[config.mk]
export PLATFORM = sky130hd
export DESIGN_NAME = cmp_irq_ctl
export DESIGN_NICKNAME = d
export VERILOG_FILES = /design/src/rtl/cmp_irq_pkg.sv /design/src/rtl/cmp_irq_sync.sv /design/src/rtl/cmp_irq_evt.sv /design/src/rtl/cmp_irq_flag.sv /design/src/rtl/cmp_irq_ctl.sv
export SDC_FILE = /design/constraint.sdc
export NUM_CORES = 1
export LEC_CHECK = 0
export BUFFER_PORTS_ARGS = -buffer_cell sky130_fd_sc_hd__buf_2
export CAP_MARGIN = 20
export CELL_PAD_IN_SITES_DETAIL_PLACEMENT = 0
export CELL_PAD_IN_SITES_GLOBAL_PLACEMENT = 2
export CORE_MARGIN = 2
export CORE_UTILIZATION = 24
export DETAILED_ROUTE_END_ITERATION = 10
export PLACE_DENSITY_LB_ADDON = 0.3
export RECOVER_POWER = 25
export SLEW_MARGIN = 20
export SYNTH_ARGS = -nofsm -noshare
export SYNTH_HDL_FRONTEND = slang
export SYNTH_SLANG_ARGS = --single-unit
[constraint.sdc]
create_clock -name clk -period 3.1 [get_ports clk]
set_clock_uncertainty 0.2 [all_clocks]
set_input_delay 0.62 -clock clk [delete_from_list [all_inputs] [get_ports clk]]
set_output_delay 0.62 -clock clk [all_outputs]
set_load 0.03 [all_outputs]
[src/rtl/cmp_irq_pkg.sv]
`timescale 1ns/1ps
package cmp_irq_pkg;

   // Bit positions in the register; software decodes these.
   localparam int unsigned BIT_PD    = 7;
   localparam int unsigned BIT_REF   = 6;
   localparam int unsigned BIT_LVL   = 5;
   localparam int unsigned BIT_FLAG  = 4;
   localparam int unsigned BIT_IE    = 3;
   localparam int unsigned BIT_RSVD  = 2;
   localparam int unsigned MODE_LSB  = 0;
   localparam int unsigned MODE_W    = 2;
   localparam int unsigned REG_W     = 8;

   typedef enum logic [MODE_W-1:0] {
      EVT_ANY  = 2'b00,
      EVT_NONE = 2'b01,
      EVT_FALL = 2'b10,
      EVT_RISE = 2'b11
   } evt_mode_e;

   typedef struct packed {
      logic      pd;
      logic      refsel;
      logic      ie;
      evt_mode_e mode;
   } ctl_t;

   localparam ctl_t CTL_RESET = '{pd: 1'b0, refsel: 1'b0, ie: 1'b0, mode: EVT_ANY};

endpackage

[src/rtl/cmp_irq_sync.sv]
`timescale 1ns/1ps
module cmp_irq_sync #(
   parameter int unsigned STAGES = 2
) (
   input  logic clk,
   input  logic rst_n,
   input  logic d_i,
   output logic q_o
);
   if (STAGES < 2) begin : g_bad_stages
      initial $fatal(1, "cmp_irq_sync: STAGES must be at least 2");
   end

   logic [STAGES-1:0] chain_q;

   for (genvar i = 0; i < STAGES; i++) begin : g_stage
      if (i == 0) begin : g_first
         always_ff @(posedge clk or negedge rst_n) begin
            if (!rst_n) chain_q[0] <= 1'b0;
            else        chain_q[0] <= d_i;
         end
      end else begin : g_next
         always_ff @(posedge clk or negedge rst_n) begin
            if (!rst_n) chain_q[i] <= 1'b0;
            else        chain_q[i] <= chain_q[i-1];
         end
      end
   end

   assign q_o = chain_q[STAGES-1];
endmodule

[src/rtl/cmp_irq_evt.sv]
`timescale 1ns/1ps
module cmp_irq_evt
   import cmp_irq_pkg::*;
(
   input  logic      clk,
   input  logic      rst_n,
   input  logic      lvl_i,
   input  evt_mode_e mode_i,
   input  logic      pd_i,
   output logic      evt_o
);
   logic lvl_prev_q;
   logic rose, fell;

   // The previous level keeps tracking even while detection is off,
   // so re-enabling never reports a stale transition.
   always_ff @(posedge clk or negedge rst_n) begin
      if (!rst_n) lvl_prev_q <= 1'b0;
      else        lvl_prev_q <= lvl_i;
   end

   assign rose = lvl_i & ~lvl_prev_q;
   assign fell = ~lvl_i & lvl_prev_q;

   always_comb begin
      evt_o = 1'b0;
      if (!pd_i) begin
         unique case (mode_i)
            EVT_ANY:  evt_o = rose | fell;
            EVT_FALL: evt_o = fell;
            EVT_RISE: evt_o = rose;
            default:  evt_o = 1'b0;
         endcase
      end
   end
endmodule

[src/rtl/cmp_irq_flag.sv]
`timescale 1ns/1ps
module cmp_irq_flag (
   input  logic clk,
   input  logic rst_n,
   input  logic set_i,
   input  logic clr_i,
   output logic flag_o
);
   logic flag_q;

   // A hardware set outranks any clear landing in the same cycle.
   always_ff @(posedge clk or negedge rst_n) begin
      if (!rst_n)     flag_q <= 1'b0;
      else if (set_i) flag_q <= 1'b1;
      else if (clr_i) flag_q <= 1'b0;
   end

   assign flag_o = flag_q;
endmodule

[src/rtl/cmp_irq_ctl.sv]
`timescale 1ns/1ps
module cmp_irq_ctl
   import cmp_irq_pkg::*;
#(
   parameter int unsigned    ADDR_W          = 6,
   parameter logic [ADDR_W-1:0] REG_ADDR     = 6'h08,
   parameter int unsigned    SYNC_STAGES     = 2,
   parameter bit             ZERO_UNSELECTED = 1'b1
) (
   input  logic              clk,
   input  logic              rst_n,
   input  logic              cmp_async_i,
   input  logic [ADDR_W-1:0] bus_addr_i,
   input  logic              bus_we_i,
   input  logic [7:0]        bus_wdata_i,
   output logic [7:0]        bus_rdata_o,
   input  logic              gie_i,
   input  logic              irq_ack_i,
   output logic              irq_o,
   output logic              cmp_pd_o,
   output logic              ref_sel_o
);
   if (ADDR_W < 1) begin : g_bad_addr
      initial $fatal(1, "cmp_irq_ctl: ADDR_W must be positive");
   end
   if (REG_W != 8) begin : g_bad_width
      initial $fatal(1, "cmp_irq_ctl: register width must be 8");
   end

   logic       addr_hit;
   logic       wr_hit;
   ctl_t       ctl_q;
   logic       lvl_sync;
   logic       evt;
   logic       flag_q;
   logic       flag_clr;
   logic [7:0] reg_view;

   assign addr_hit = (bus_addr_i == REG_ADDR);
   assign wr_hit   = addr_hit & bus_we_i;

   // Writable control fields.
   always_ff @(posedge clk or negedge rst_n) begin
      if (!rst_n) begin
         ctl_q <= CTL_RESET;
      end else if (wr_hit) begin
         ctl_q.pd     <= bus_wdata_i[BIT_PD];
         ctl_q.refsel <= bus_wdata_i[BIT_REF];
         ctl_q.ie     <= bus_wdata_i[BIT_IE];
         ctl_q.mode   <= evt_mode_e'(bus_wdata_i[MODE_LSB +: MODE_W]);
      end
   end

   cmp_irq_sync #(.STAGES(SYNC_STAGES)) u_sync (
      .clk   (clk),
      .rst_n (rst_n),
      .d_i   (cmp_async_i),
      .q_o   (lvl_sync)
   );

   cmp_irq_evt u_evt (
      .clk    (clk),
      .rst_n  (rst_n),
      .lvl_i  (lvl_sync),
      .mode_i (ctl_q.mode),
      .pd_i   (ctl_q.pd),
      .evt_o  (evt)
   );

   assign flag_clr = (wr_hit & bus_wdata_i[BIT_FLAG]) | irq_ack_i;

   cmp_irq_flag u_flag (
      .clk    (clk),
      .rst_n  (rst_n),
      .set_i  (evt),
      .clr_i  (flag_clr),
      .flag_o (flag_q)
   );

   always_comb begin
      reg_view                   = '0;
      reg_view[BIT_PD]           = ctl_q.pd;
      reg_view[BIT_REF]          = ctl_q.refsel;
      reg_view[BIT_LVL]          = lvl_sync;
      reg_view[BIT_FLAG]         = flag_q;
      reg_view[BIT_IE]           = ctl_q.ie;
      reg_view[BIT_RSVD]         = 1'b0;
      reg_view[MODE_LSB +: MODE_W] = ctl_q.mode;
   end

   if (ZERO_UNSELECTED) begin : g_rd_gated
      assign bus_rdata_o = addr_hit ? reg_view : 8'h00;
   end else begin : g_rd_open
      assign bus_rdata_o = reg_view;
   end

   assign irq_o     = flag_q & ctl_q.ie & gie_i;
   assign cmp_pd_o  = ctl_q.pd;
   assign ref_sel_o = ctl_q.refsel;
endmodule

==> results of run 1 <==
==> logic make-up (layout without fill, tap and decap cells) <==
kind of cell | after synthesis | count (layout)
multiplexers | 6 | 6
flip-flops | 9 | 9
buffers and inverters | 4 | 34
other | 1 | 1
AND/OR/NAND/NOR | 13 | 13
AO/OA/AOI/OAI | 3 | 3
adder cells (fa/ha/maj) | 2 | 2
==> layer usage <==
layer	vias up	wire length, um	track usage, %
met5	-	0	0
met4	0	0	4.286
met3	0	115	4.012
met2	16	445	15.74
met1	164	344	8.465
li1	188	-	-
==> cells in the final DEF (no fill, tap or decap), types with 2 or more instances in the layout <==
| master | n |
|---|---|
| clkbuf_1 | 2 |
| ha_1 | 2 |
| dfrtp_1 | 9 |
| mux2_2 | 6 |
| inv_1 | 3 |
| and2_1 | 7 |
| buf_2 | 26 |
| clkbuf_4 | 3 |
==> per-stage QoR <==
| stage | instance area, um^2 | hold slack [ns] | worst slack [ns] | power (mW) |
|---|---|---|---|---|
| finish | 658.1 | 0.08573 | 0.5411 | 0.2788 |
| global route | 658.1 | 0.1122 | 0.4044 | 0.2985 |
| CTS | 659.4 | 0.002849 | 0.4920 | 0.2847 |
| detailed placement | 633.1 | 0.1371 | 0.4937 | 0.1966 |
| global placement | 633.1 | 0.1336 | 0.4806 | 0.1955 |
| floorplan | 471.7 | 0.1244 | 0.7571 | 0.1724 |
==> registers in the layout, indices dropped and copies added (netlist names) <==
name              count
cmp_pd_o              1
ctl_q                 3
ref_sel_o             1
u_evt.lvl_prev_q      1
u_flag.flag_o         1
u_sync.chain_q        1
u_sync.q_o            1
==> critical path, cell delays in order <==
cell	delay [ns]
buf_2	0.11
nor4b_4	0.33
nor3b_4	0.33
and2_1	0.16
buf_2	0.19
==> power by group through the flow <==
stage | logic, mW | registers [mW] | clock network [mW]
after CTS | 0.0530 | 0.142 | 0.0901
after global routing | 0.0575 | 0.144 | 0.0970
final | 0.0515 | 0.142 | 0.0857
after detailed placement | 0.0528 | 0.144 | 0
after floorplan | 0.0251 | 0.147 | 0
after global placement | 0.0519 | 0.144 | 0
==> final cells by class <==
class / count / area, um^2 / share of cell area (%)
Multi-Input combinational cell: 25 / 227.7 / 34.60
Sequential cell: 9 / 225.2 / 34.22
Clock buffer: 4 / 26.28 / 3.992
Tap cell: 27 / 33.78 / 5.133
Timing Repair Buffer: 27 / 133.9 / 20.34
Inverter: 3 / 11.26 / 1.711
==> final timing paths <==
path	cells after the start	slack, ns	to	start
setup / recovery	5	0.54	bus_rdata_o[4]	bus_addr_i[2]
hold / removal	1	0.09	ref_sel_o$_DFFE_PN0P_	rst_n
setup reg to reg	5	1.68	u_flag.flag_o$_DFFE_PN0P_	u_sync.q_o$_DFF_PN0_
hold reg to reg	0	0.15	u_sync.q_o$_DFF_PN0_	u_sync.chain_q[0]$_DFF_PN0_
max in group asynchronous	1	2.30	ctl_q[0]$_DFFE_PN0P_	rst_n
min in group clk	0	0.15	u_sync.q_o$_DFF_PN0_	u_sync.chain_q[0]$_DFF_PN0_
==> metrics.yaml, run 1 <==
sta:
  period_share_pct: 82.55
  drv_slew: 0
  fin_tns_setup_ns: 0
  fin_crit_ns: 2.559
  rsz0062_at_grt: "no"
  hold_viol: 0
  setup-violations-final: 0
  fmax_ghz: 0.3908
routing:
  avgRoutedWirePerCell_um: 9.526
  via_count: 368
  via_per_inst: 3.874
  drt_iter0_markers: 3
  drc: 0
  first_pass_iters: 3
  ant_nets: 0
  wl_um: 905
synth:
  synth_top_area_share_pct: 47.75
  ys_warn_count: 0
  ys_ff_latch: 9
  synth_compound_area_share_pct: 4.244
  synth_top_area_cell: "dfrtp_1"
  muxShareOfSynthArea_pct: 14.32
  netlist_instances: 38
  synth-adder-area-share_pct: 5.305
  synth_top_family_by_area: "simple AND/OR/NAND/NOR gates"
  synth_top_flop_cell: "dfrtp_1"
  yosys.area_share.simple_pct: 23.61
  postSynthAreaPerCell_um2: 12.41
  yosys-top-cells-count: "dfrtp_1 (9), and2_1 (7), mux2_2 (6)"
  synth_xor_area_share_pct: 0
  syn_area_um2: 471.7
  syn-num-nets: 60
  ys_seq_area_share_pct: 47.75
  synth.most_common_cell: "dfrtp_1"
  synth_edf_count: 0
  synthArstFlopShare_pct: 100.0
  synth_area_leaders: "dfrtp_1 (48%), mux2_2 (14%), and2_1 (9.3%), ha_1 (5.3%), nor4b_4 (5.0%)"
  ys_types: 16
job:
  cap_violations: 0
final_layout:
  finalNetCount: 91
  fin_util_pct: 34.61
  n_fill_cell: 201
  diodes: 0
  fin_cells: 95
  area_growth_pct: 39.52
  drive_gt1_share_pct: 55.88
cts:
  root_buffer: "clkbuf_4"
  cts.sinks: 9
  cts_tree: "built"
  cts_hold_buf: 0
  h-tree-depth: 1
  cts_resized: 0
  cts_made_buffers: 3
  path_clk_slew_ns: 0.06
  post_cts_buffers: 0
  clock_latency_ns: 0.25
  cts_buffer_depth: 2
critical_path:
  critPathRequiredTime_ns: 2.28
  arrival_ns: 1.74
  worst-path-max-fanout: 7
  crit_path_end_kind: "output pin"
  startpoint_type: "input pin"
  crit_type: "in -> out"
floorplanning:
  core_area_um2: 1902
  dieArea_um2: 2336
  die_h_um: 48.34
  fp-row-count: 16
  ios: 31
  start_util_pct: 24.80
  die_w_um: 48.34
run_status:
  outcome: "completed"
global_route:
  grt-ovfl-total: 0
  antenna_found_initial: 0
  grt_use_total_pct: 8.773
  grt_max_degree: 10
  first_global_vias: 395
  grt_pass1_wl_um: 1587
power_and_ir_drop:
  netSwitchingFraction_pct: 26.32
  p_comb_share_pct: 18.5
  intPower_mw: 0.2054
  peakVddDrop_mv: 0.2004
  p_clk_share_pct: 30.7
  leakage_nw: 0.3628
  power.density_nw_per_um2: 423.6
  p_sw_mw: 0.07338
  sequentialPowerShare_pct: 50.8
place:
  port_buffers: 27
  place.gp.congestion: 0.6395
  place_inst: 91
min_path:
  hold_class: "in -> async"
No activity file was read; power rests on OpenSTA's default activity.
==> run 2, diff against run 1 <==
CORE_UTILIZATION = 22   (was 24)
clock period = 2.6 ns   (was 3.1 ns; I/O delays follow)
==> metrics.yaml, run 2 (same netlist as run 1, synthesis figures left out) <==
final_layout:
  largest-register: "ctl_q"
  fin_util_pct: 33.38  # -1.2 points
  finalNetCount: 92  # +1.1%
  largest_register_ffs: 3  # unchanged
  n_fill_cell: 227  # +13%
  area_growth_pct: 41.64
  final_cell_mix: "buf_2 (26), dfrtp_1 (9), and2_1 (7)"
  drive_gt1_share_pct: 55.07  # -0.81 points
  final_common_cell: "buf_2"
  diodes: 0  # unchanged
power_and_ir_drop:
  leakage_nw: 0.3670  # +1.2%
  power.density_nw_per_um2: 499.5  # +18%
  p_sw_mw: 0.08775  # +20%
  p_comb_share_pct: 18.8  # +0.3 points
  peakVddDrop_mv: 0.2548  # +27%
  p_clk_share_pct: 30.8  # about the same
  netSwitchingFraction_pct: 26.29  # -0.030 points
  sequentialPowerShare_pct: 50.4  # -0.4 points
  intPower_mw: 0.2460  # +20%
sta:
  hold_viol: 0  # unchanged
  fin_crit_ns: 2.374
  period_share_pct: 91.30
  fin_tns_setup_ns: 0  # unchanged
  rsz0062_at_grt: "no"
  fmax_ghz: 0.4213
  setup-violations-final: 0  # unchanged
  drv_slew: 0  # unchanged
floorplanning:
  die_w_um: 50.31  # +4.1%
  die_h_um: 50.31  # +4.1%
  core_area_um2: 2002  # +5.3%
  start_util_pct: 23.56  # -1.2 points
  fp-row-count: 16  # unchanged
  dieArea_um2: 2531  # +8.3%
  ios: 31  # unchanged
cts:
  cts_resized: 0  # unchanged
  post_cts_buffers: 0  # unchanged
  cts.sinks: 9  # unchanged
  h-tree-depth: 1  # unchanged
  cts_made_buffers: 3  # unchanged
  cts_hold_buf: 1  # +1
  path_clk_slew_ns: 0.06  # about the same
  cts_tree: "built"
  cts_buffer_depth: 2  # unchanged
  root_buffer: "clkbuf_4"
  clock_latency_ns: 0.25  # about the same
critical_path:
  arrival_ns: 1.65  # -0.09 ns
  worstPathCellList: "buf_2 -> nor4b_4 -> nor3b_4 -> and2_1 -> buf_2"
  worst-path-max-fanout: 7  # unchanged
  ff2ff_path_depth: 5  # unchanged
  critPathRequiredTime_ns: 1.88  # -0.40 ns
  crit_path_frequent_cell: "buf_2"
  startpoint_type: "input pin"
  critical-path-max-stage-delay_ns: 0.33  # about the same
  crit_path_top_delay_cell: "nor4b_4"
  crit_type: "in -> out"
  crit_path_end_kind: "output pin"
global_route:
  grt-ovfl-total: 0  # unchanged
  grt_max_degree: 10  # unchanged
  antenna_found_initial: 0  # unchanged
  first_global_vias: 386  # -2.3%
  grt_use_total_pct: 8.453  # -0.32 points
  grt_pass1_wl_um: 1580  # -0.44%
routing:
  ant_nets: 0  # unchanged
  first_pass_iters: 1  # -2
  avgRoutedWirePerCell_um: 10.13  # +6.3%
  wl_um: 972  # +7.4%
  via_count: 380  # +3.3%
  via_per_inst: 3.958  # +2.2%
  drc: 0  # unchanged
  drt_iter0_markers: 0  # -3
min_path:
  min_delay_path_depth: 0
  hold_class: "reg -> reg"
place:
  hpwl_um: 795.1
  port_buffers: 27  # unchanged
  place.gp.congestion: 0.5782  # -9.6%
run_status:
  outcome: "completed"
job:
  cap_violations: 0  # unchanged
[run 2: path summary, 6_finish.rpt]
kind | startpoint | endpoint | slack [ns]
hold / removal | u_sync.chain_q[0]$_DFF_PN0_ | u_sync.q_o$_DFF_PN0_ | 0.15
max in group asynchronous | rst_n | ctl_q[0]$_DFFE_PN0P_ | 1.34
setup reg to reg | u_sync.q_o$_DFF_PN0_ | u_flag.flag_o$_DFFE_PN0P_ | 1.18
hold reg to reg | u_sync.chain_q[0]$_DFF_PN0_ | u_sync.q_o$_DFF_PN0_ | 0.15
min in group asynchronous | rst_n | cmp_pd_o$_DFFE_PN0P_ | 0.54
setup / recovery | bus_addr_i[2] | bus_rdata_o[1] | 0.23
[run 2: cell type report]
cell class,instances,area [um^2],share of cell area (%)
Inverter,3,11.26,1.685
Tap cell,27,33.78,5.056
Timing Repair Buffer,28,143.9,21.54
Multi-Input combinational cell,25,227.7,34.08
Sequential cell,9,225.2,33.71
Clock buffer,4,26.28,3.933
[run 2: worst max-delay path, delay by kind of cell]
family | cells | cell delay [ns]
simple gates | 3 | 0.83
buf+inv | 2 | 0.30
[run 2: through the flow]
| stage | hold WS, ns | area (um^2) | setup slack [ns] | instances | total power, mW |
|---|---|---|---|---|---|
| floorplan | 0.02441 | 471.7 | 0.4571 | 38 | 0.2056 |
| global placement | 0.1325 | 633.1 | 0.1566 | 91 | 0.2329 |
| detailed placement | 0.1356 | 633.1 | 0.1702 | 91 | 0.2341 |
| CTS | 0.1585 | 669.4 | 0.1678 | 96 | 0.3428 |
| global route | 0.1543 | 668.1 | 0.1028 | 96 | 0.3581 |
| finish | 0.1535 | 668.1 | 0.2263 | 96 | 0.3337 |
[run 2: power by group through the flow]
stage	Clock, mW	Sequential (mW)	Combinational [mW]
after floorplan	0	0.176	0.0299
after global placement	0	0.171	0.0617
after detailed placement	0	0.171	0.0632
after CTS	0.110	0.168	0.0645
after global routing	0.118	0.171	0.0691
final	0.103	0.168	0.0628
[run 2: layer usage]
| metal | track usage, % | routed length, um |
|---|---|---|
| met1 | 8.503 | 374 |
| met2 | 13.82 | 462 |
| met3 | 3.274 | 135 |
| met4 | 6.757 | 0 |
| met5 | 0 | 0 |
==> run 3, diff against run 2 <==
--- a/config.mk
+++ b/config.mk
@@ -8,5 +8,5 @@
 export BUFFER_PORTS_ARGS = -buffer_cell sky130_fd_sc_hd__buf_2
 export CAP_MARGIN = 20
-export CELL_PAD_IN_SITES_DETAIL_PLACEMENT = 0
+export CELL_PAD_IN_SITES_DETAIL_PLACEMENT = 1
 export CELL_PAD_IN_SITES_GLOBAL_PLACEMENT = 2
 export CORE_MARGIN = 2
==> constraint.sdc (replaced) <==
create_clock -name clk -period 2.6 [get_ports clk]
set_clock_uncertainty 0.2 [all_clocks]
set_input_delay 0.52 -clock clk [delete_from_list [all_inputs] [get_ports clk]]
set_output_delay 0.52 -clock clk [all_outputs]
set_load 0.02 [all_outputs]
==> metrics.yaml, run 3 (same netlist as run 1, synthesis figures left out) <==
run_status:
  outcome: "completed"
final_layout:
  register_area_um2: 225.2  # unchanged
  diodes: 0  # unchanged
  area_growth_pct: 41.64  # unchanged
  drive_gt1_share_pct: 55.07  # unchanged
  final_cell_mix: "buf_2 (26), dfrtp_1 (9), and2_1 (7)"
  finalNetCount: 92  # unchanged
  n_fill_cell: 230  # +1.3%
  fin_cells: 96  # unchanged
  largest_register_ffs: 3  # unchanged
  final_common_cell: "buf_2"
  largest-register: "ctl_q"
  multiInputGateArea_um2: 227.7  # unchanged
power_and_ir_drop:
  p_sw_mw: 0.08422  # -4.0%
  p_comb_share_pct: 17.7  # -1.1 points
  netSwitchingFraction_pct: 25.50  # -0.79 points
  sequentialPowerShare_pct: 50.9  # +0.5 points
  peakVddDrop_mv: 0.2722  # +6.8%
  leakage_nw: 0.3670  # unchanged
  p_clk_share_pct: 31.4  # +0.6 points
  intPower_mw: 0.2460  # about the same
  power_mw: 0.3302  # -1.0%
  power.density_nw_per_um2: 494.3  # -1.0%
routing:
  first_pass_iters: 2  # +1
  via_count: 402  # +5.8%
  drt_iter0_markers: 1  # +1
  via_per_inst: 4.188  # +5.8%
  ant_nets: 0  # unchanged
  wl_um: 1036  # +6.6%
  avgRoutedWirePerCell_um: 10.79  # +6.6%
  drc: 0  # unchanged
place:
  place.gp.congestion: 0.5782  # unchanged
  place_ws_ns: 0.2112  # +0.04107 ns
  port_buffers: 27  # unchanged
  place_inst: 91  # unchanged
critical_path:
  startpoint_type: "input pin"
  critical-path-max-stage-delay_ns: 0.34  # about the same
  crit_path_end_kind: "output pin"
  rrSetupSlack_ns: 1.18  # about the same
  cp_num_buf_inv: 2  # unchanged
  critPathRequiredTime_ns: 1.88  # about the same
  crit_path_frequent_cell: "buf_2"
  crit_family: "simple AND/OR/NAND/NOR gates"
  crit_type: "in -> out"
  crit_path_top_delay_cell: "nor3b_4"
  worst-path-max-fanout: 7  # unchanged
  worstPathCellList: "buf_2 -> nor4b_4 -> nor3b_4 -> and2_1 -> buf_2"
  arrival_ns: 1.62  # -0.03 ns
global_route:
  grt_use_total_pct: 8.641  # +0.19 points
  gr-usage-met3_pct: 2.381  # -0.89 points
  antenna_found_initial: 0  # unchanged
  grt_pass1_wl_um: 1669  # +5.6%
  grt_max_degree: 10  # unchanged
  busiest_layer: "met2"
  first_global_vias: 415  # +7.5%
  grt-ovfl-total: 0  # unchanged
  grt_use_met2_pct: 15.35  # +1.5 points
  grt_use_met1_pct: 8.872  # +0.37 points
cts:
  cts_resized: 0  # unchanged
  path_clk_slew_ns: 0.06  # about the same
  cts.sinks: 9  # unchanged
  post_cts_buffers: 0  # unchanged
  cts_made_buffers: 3  # unchanged
  root_buffer: "clkbuf_4"
  h-tree-depth: 1  # unchanged
  cts_buffer_depth: 2  # unchanged
  clock_latency_ns: 0.25  # about the same
  cts_tree: "built"
sta:
  setup-violations-final: 0  # unchanged
  setup_ws_ns: 0.2550  # +0.02880 ns
  fin_tns_setup_ns: 0  # unchanged
  fin_crit_ns: 2.345  # -0.02880 ns
  period_share_pct: 90.19  # -1.1 points
  holdWs_ns: 0.1588  # +0.005265 ns
  fmax_ghz: 0.4264  # +1.2%
  hold_viol: 0  # unchanged
  drv_slew: 0  # unchanged
  rsz0062_at_grt: "no"
floorplanning:
  fp-row-count: 16  # unchanged
  ios: 31  # unchanged
  die_w_um: 50.31  # unchanged
  die_h_um: 50.31  # unchanged
  dieArea_um2: 2531  # unchanged
  start_util_pct: 23.56  # unchanged
  core_area_um2: 2002  # unchanged
min_path:
  hold_class: "reg -> reg"
job:
  cap_violations: 0  # unchanged
==> run 3: stage by stage <==
step / area, um^2 / utilization [%]
6_report: 668.1 / 33.38
5_1_grt: 668.1 / 33.38
4_1_cts: 669.4 / 33.44
3_5_place_dp: 633.1 / 31.62
3_3_place_gp: 633.1 / 31.62
2_1_floorplan: 471.7 / -
==> run 3: cell type report <==
cell class | count | share of cell area (%)
well taps | 27 | 5.056
inverters | 3 | 1.685
multi-input cells | 25 | 34.08
clock buffers | 4 | 3.933
flip-flops and latches | 9 | 33.71
repair buffers | 28 | 21.54
==> run 3: what timing repair did <==
action / CTS / global route
setup endpoints to repair: 0 / 0
hold buffers: 1 / 0
hold endpoints to repair: 9 / 0
==> run 3: routing by layer <==
metal	vias up	share of wire, %
met3	0	10
li1	191	-
met1	190	40
met5	-	0
met4	0	0
met2	21	50
==> run 3: worst reg2reg max path, stage by stage, from the launching register on <==
cell and delay [ns]:
dfrtp_1 0.39, inv_1 0.06, ha_1 0.18, mux2_2 0.25, a21oi_1 0.13, o21ai_0 0.08
==> run 3: power by group through the flow <==
stage | Sequential [mW] | Combinational, mW | Clock, mW
2_1_floorplan | 0.173 | 0.0281 | 0
3_3_place_gp | 0.171 | 0.0567 | 0
3_5_place_dp | 0.171 | 0.0589 | 0
4_1_cts | 0.168 | 0.0603 | 0.110
5_1_grt | 0.170 | 0.0652 | 0.120
6_report | 0.168 | 0.0584 | 0.104
==> run 3: path summary, 6_finish.rpt <==
kind,startpoint,endpoint,cells past startpoint
setup / recovery,bus_addr_i[2],bus_rdata_o[0],5
hold / removal,u_sync.chain_q[0]$_DFF_PN0_,u_sync.q_o$_DFF_PN0_,0
setup reg to reg,u_sync.q_o$_DFF_PN0_,u_flag.flag_o$_DFFE_PN0P_,5
hold reg to reg,u_sync.chain_q[0]$_DFF_PN0_,u_sync.q_o$_DFF_PN0_,0
max in group asynchronous,rst_n,ctl_q[2]$_DFFE_PN0P_,2
min in group asynchronous,rst_n,u_sync.chain_q[0]$_DFF_PN0_,2
